===== config.mk =====
export PLATFORM = sky130hd
export DESIGN_NAME = gate_event_filter
export DESIGN_NICKNAME = d
export VERILOG_FILES = /design/src/rtl/gate_event_filter.sv
export SDC_FILE = /design/constraint.sdc
export NUM_CORES = 1
export LEC_CHECK = 0
export BUFFER_PORTS_ARGS = -buffer_cell sky130_fd_sc_hd__buf_2
export CORE_ASPECT_RATIO = 0.7
export CORE_UTILIZATION = 58
export CTS_CLUSTER_SIZE = 28
export DETAILED_ROUTE_END_ITERATION = 8
export PLACE_DENSITY = 0.81
export SLEW_MARGIN = 30
export SYNTH_ARGS = -nofsm -noshare
export SYNTH_HDL_FRONTEND = slang
export SYNTH_SLANG_ARGS = --single-unit

===== constraint.sdc =====
create_clock -name clk -period 7.7 [get_ports clk]
set_clock_uncertainty 0.1 [all_clocks]
set_input_delay 1.54 -clock clk [delete_from_list [all_inputs] [get_ports clk]]
set_output_delay 1.54 -clock clk [all_outputs]
set_load 0.01 [all_outputs]

===== src/rtl/gate_event_filter.sv =====
module gate_event_filter #(
  parameter int TW = 8,
  parameter int DEPTH = 3,
  parameter int INERTIAL = 3,
  localparam int CW = $clog2(DEPTH + 1),
  localparam int IW = $clog2(DEPTH)
) (
  input  logic                  clk,
  input  logic                  rst_n,
  input  logic                  ev_valid,
  input  logic [TW-1:0]         ev_time,
  input  logic [1:0]            ev_val,
  input  logic                  retire,
  input  logic [TW-1:0]         now_time,
  output logic                  accept,
  output logic                  cancel,
  output logic [IW-1:0]         cancel_idx,
  output logic                  overflow,
  output logic [1:0]            out_val,
  output logic [CW-1:0]         pend_count,
  output logic [DEPTH*TW-1:0]   pend_time,
  output logic [DEPTH*2-1:0]    pend_val
);

  localparam logic [TW-1:0] INR = TW'(INERTIAL);
  localparam logic [1:0] LVL_X = 2'b10;

  logic [TW-1:0] t_q [DEPTH];
  logic [TW-1:0] t_r [DEPTH];
  logic [TW-1:0] t_n [DEPTH];
  logic [1:0]    v_q [DEPTH];
  logic [1:0]    v_r [DEPTH];
  logic [1:0]    v_n [DEPTH];
  logic [CW-1:0] cnt_q, cnt_r, cnt_n, pos;
  logic [1:0]    cur_q, cur_r, prev_v, next_v, pre_last;
  logic [TW-1:0] last_t;
  logic          do_ret, want, kill, glitch, ins;

  // retire stage: pop the head if it is due
  assign do_ret = retire && (cnt_q != '0) && (t_q[0] <= now_time);
  assign cur_r  = do_ret ? v_q[0] : cur_q;
  assign cnt_r  = cnt_q - CW'(do_ret);

  for (genvar g = 0; g < DEPTH; g++) begin : g_pop
    if (g < DEPTH - 1) begin : g_mid
      assign t_r[g] = do_ret ? t_q[g+1] : t_q[g];
      assign v_r[g] = do_ret ? v_q[g+1] : v_q[g];
    end else begin : g_end
      assign t_r[g] = do_ret ? '0 : t_q[g];
      assign v_r[g] = do_ret ? '0 : v_q[g];
    end
    assign pend_time[g*TW +: TW] = t_q[g];
    assign pend_val[g*2 +: 2]    = v_q[g];
  end

  // locate the proposal and its neighbours
  always_comb begin
    pos = '0;
    prev_v = cur_r;
    next_v = LVL_X;
    pre_last = cur_r;
    last_t = '0;
    for (int i = 0; i < DEPTH; i++)
      if (CW'(i) < cnt_r && t_r[i] <= ev_time) pos = CW'(i + 1);
    for (int i = 0; i < DEPTH; i++) begin
      if (CW'(i + 1) == pos)   prev_v = v_r[i];
      if (CW'(i) == pos)       next_v = v_r[i];
      if (CW'(i + 1) == cnt_r) last_t = t_r[i];
    end
    for (int i = 0; i < DEPTH - 1; i++)
      if (CW'(i + 2) == cnt_r) pre_last = v_r[i];
  end

  // decide
  always_comb begin
    want = 1'b0;
    kill = 1'b0;
    glitch = 1'b0;
    if (ev_valid) begin
      if (cnt_r == '0) begin
        want = ev_val != cur_r;
      end else if (pos == '0) begin
        want = 1'b1;
        kill = next_v == ev_val;
      end else if (pos == cnt_r) begin
        if (ev_val != prev_v) begin
          if (ev_val == pre_last && (ev_time - last_t) < INR) glitch = 1'b1;
          else want = 1'b1;
        end
      end else if (ev_val != prev_v) begin
        want = 1'b1;
        kill = next_v == ev_val;
      end
    end
  end

  assign ins = want && (kill || cnt_r != CW'(DEPTH));

  // build the next list
  always_comb begin
    cnt_n = cnt_r;
    for (int i = 0; i < DEPTH; i++) begin
      t_n[i] = t_r[i];
      v_n[i] = v_r[i];
    end
    if (ins && kill) begin
      for (int i = 0; i < DEPTH; i++)
        if (CW'(i) == pos) t_n[i] = ev_time;
    end else if (ins) begin
      for (int i = 1; i < DEPTH; i++)
        if (CW'(i) > pos) begin
          t_n[i] = t_r[i-1];
          v_n[i] = v_r[i-1];
        end
      for (int i = 0; i < DEPTH; i++)
        if (CW'(i) == pos) begin
          t_n[i] = ev_time;
          v_n[i] = ev_val;
        end
      cnt_n = cnt_r + 1'b1;
    end else if (glitch) begin
      for (int i = 0; i < DEPTH; i++)
        if (CW'(i + 1) == cnt_r) begin
          t_n[i] = '0;
          v_n[i] = '0;
        end
      cnt_n = cnt_r - 1'b1;
    end
  end

  always_ff @(posedge clk or negedge rst_n) begin
    if (!rst_n) begin
      for (int i = 0; i < DEPTH; i++) begin
        t_q[i] <= '0;
        v_q[i] <= '0;
      end
      cnt_q      <= '0;
      cur_q      <= LVL_X;
      accept     <= 1'b0;
      cancel     <= 1'b0;
      cancel_idx <= '0;
      overflow   <= 1'b0;
    end else begin
      for (int i = 0; i < DEPTH; i++) begin
        t_q[i] <= t_n[i];
        v_q[i] <= v_n[i];
      end
      cnt_q      <= cnt_n;
      cur_q      <= cur_r;
      accept     <= ins;
      cancel     <= (ins && kill) || glitch;
      cancel_idx <= glitch ? IW'(cnt_r - 1'b1) : IW'(pos);
      overflow   <= want && !ins;
    end
  end

  assign out_val = cur_q;
  assign pend_count = cnt_q;

endmodule


==> out/metrics.csv <==
metric,value,unit
main combinational cell family by area after synthesis,compound AO/OA/AOI/OAI gates,
die area,7150,um^2
FF/Latch Area,977,um^2
footprint of the multi-input gates,2750,um^2
port bufs,60,
Total Power,2.31,mW
Synth Area in Adders,0.132,
area delta synth->final,14.9,%
xor and xnor area share after synthesis,0.0285,
HP Start,pend_val[4],
gr usage total,0.394,
Cell Rows,24,
Leak,2.26,nW
RSZ-0062 raised after global routing,false,
PwrDens,509,nW/um^2
outcome,"finished, final reports clean",
"Net Count, Synth",558,
Core Region,6400,um^2
Startpoint Class,input pin,
power share of the combinational group,0.778,
Post-Synthesis Cells,495,
CTS buffer count,5,
Max Slew Vio Count,0,
layout cells sized above 1,0.198,
post-DR vias/cell,6.50,
P_int,1.03,mW
synth warn,0,
post-route ant nets,0,
Synth area leader,dfrtp_1,
first-pass GRT wire length,21300,um
Worst Path Arrival,7.29,ns
crit end category,flip-flop,
WP data required,7.75,ns
clk sinks,39,
Post-CTS Setup Inserts,0,
vias in the first global route,4019,
largest net degree at the start of global routing,40,
critical path type,in -> reg,
Wirelength per Cell,20.4,um
Sw Ratio,0.557,
routed vias,4270,
largest cells by area after synthesis,"dfrtp_1 24%, ha_1 13%, nand2_1 5.4%",
antenna violations before repair,0,
maximum clock rate,0.138,GHz
multiplexer share of the synthesized area,0.0386,
CTS H-tree depth,2,
Synth Flop Type,dfrtp_1,
clock transition at the registers of the reported paths,0.09,ns
CTS resizes,0,
Hold Path Class,reg -> reg,
Tcrit/Tclk final,0.940,
Switching Power,1.29,mW
post-synthesis simple-gate area fraction,0.221,
slew margin rel.,0.367,
Post-DP HPWL,10600,um
first-pass detailed-route iteration total,5,
Peak VDD IR,0.233,mV
Crit Path Max Fanout,13,
Routed WL,13400,um
Die H,71.0,um
distinct cell type count after synthesis,70,
clk_lat worst skew,0.30,ns
# setup viols final,0,
beginning of the critical path,now_time[1],
I/O pin cnt,61,
Final Hold Fails,0,
Die Wd,101,um
Synth Area per Inst,7.98,um^2
CTS Buffer Depth,2,
Synth top area share,0.241,
Synth async-reset ratio,1.00,
Synth Cell Area,3950,um^2
Initial Util,0.618,
Post-synth EDFFs,0,
post-synthesis compound-gate area fraction,0.276,
Max-cap violations,0,
sequential cell area fraction in the yosys report,0.247,
Post-route DRC,0,
Filler cells,540,
Reg-to-Reg Start,pend_time[1],
hold-fix buffers at CTS,0,
fin nets,628,
GRT overflow,0,
Tmin final,7.24,ns
antenna cell count,0,
Tightest Pin Transition,0.943,ns
CTS tree,done,
root buf cell,clkbuf_8,
Clk pwr share,0.064,
1st-iter DRT viols,435,
CP max stage delay,0.46,ns
Crit-path slowest cell,a2111oi_0,
Setup TNS Final,0,ns
share of total power in sequential cells,0.158,
register bit total from synthesis,39,
GP Congestion,1.02,
==> routing by layer <==
layer / vias up / wire (um) / global-route usage
li1: 1966 / - / -
met1: 2017 / 6130 / 0.603
met2: 277 / 5340 / 0.546
met3: 10 / 1860 / 0.131
met4: 0 / 82 / 0.0515
met5: - / 0 / 0
==> flip-flops by register name, indices dropped and copies added (netlist names) <==
signal and count:
cancel_idx 2, pend_val 6, overflow 1, accept 1
pend_count 2, out_val 2, cancel 1, pend_time 24
==> layout by cell type, fill, tap and decap left out, types with 6 or more instances in the layout <==
master	instances
nor2_1	33
and2_1	12
or3_1	6
mux2i_1	13
o221ai_1	6
nand3_1	22
o211ai_1	8
nand2_1	57
o22ai_1	10
buf_2	60
nor3_1	9
dfrtp_1	38
inv_1	37
buf_4	22
nor2b_1	7
nand4_1	9
xnor2_1	9
ha_1	40
a21oi_1	31
a32oi_1	6
o21ai_0	36
==> cell type report <==
class,count,area share
timing repair buffer,82,0.103
multi-input combinational,398,0.605
clock inverter,3,0.00441
clock buffer,5,0.0152
tap,91,0.0251
inverter,39,0.0322
sequential,39,0.215
==> power groups by stage <==
stage | Combinational, mW | Clock (mW) | Sequential, mW
finish | 1.80 | 0.147 | 0.366
global route | 1.96 | 0.153 | 0.373
CTS | 1.74 | 0.146 | 0.361
detailed placement | 1.73 | 0 | 0.364
global placement | 1.71 | 0 | 0.361
floorplan | 1.16 | 0 | 0.379
==> metrics by stage <==
step	setup slack, ns	cell area [um^2]	cells	utilization	hold WS, ns
after floorplan	0.501	3950	495	-	0.492
after detailed placement	0.276	4440	648	0.695	0.484
after global routing	0.0700	4540	657	0.710	0.547
after CTS	0.553	4530	656	0.709	0.495
after global placement	0.429	4440	648	0.695	0.480
final	0.465	4540	657	0.710	0.496
==> synth_stat cells, drive strengths merged, types with 12 or more instances <==
cell    count
dfrtp      38
nand2      58
ha         40
mux2i      13
nor3       12
and2       12
a21oi      31
clkbuf     12
inv        38
o21ai      38
nor2       33
nand3      23
==> final timing paths <==
path                                  to  slack (ns)  cells after the start
setup reg to reg           pend_time[15]        1.42                     26
max in group asynchronous   pend_time[7]        6.01                      1
hold / removal               pend_val[4]        0.50                      2
min in group asynchronous  pend_time[18]        1.12                      1
hold reg to reg              pend_val[4]        0.50                      2
setup / recovery           pend_time[15]        0.46                     28
==> kinds of logic after synthesis <==
family / count (synthesis)
simple gates: 174
buf+inv: 58
xor+xnor: 12
flops: 39
mux: 15
fa+ha+maj: 41
compound gates: 156
==> worst max-delay path: cells and delay by family <==
| kind | cells | cell delay [ns] |
|---|---|---|
| adders and majority gates | 3 | 0.78 |
| buffers and inverters | 7 | 0.93 |
| and+or+nand+nor | 4 | 0.67 |
| AOI/OAI and AO/OA | 12 | 2.94 |
| muxes | 1 | 0.08 |
| xor gates and xnor gates | 1 | 0.32 |
Note: power is estimated with default switching activity, not from simulation.
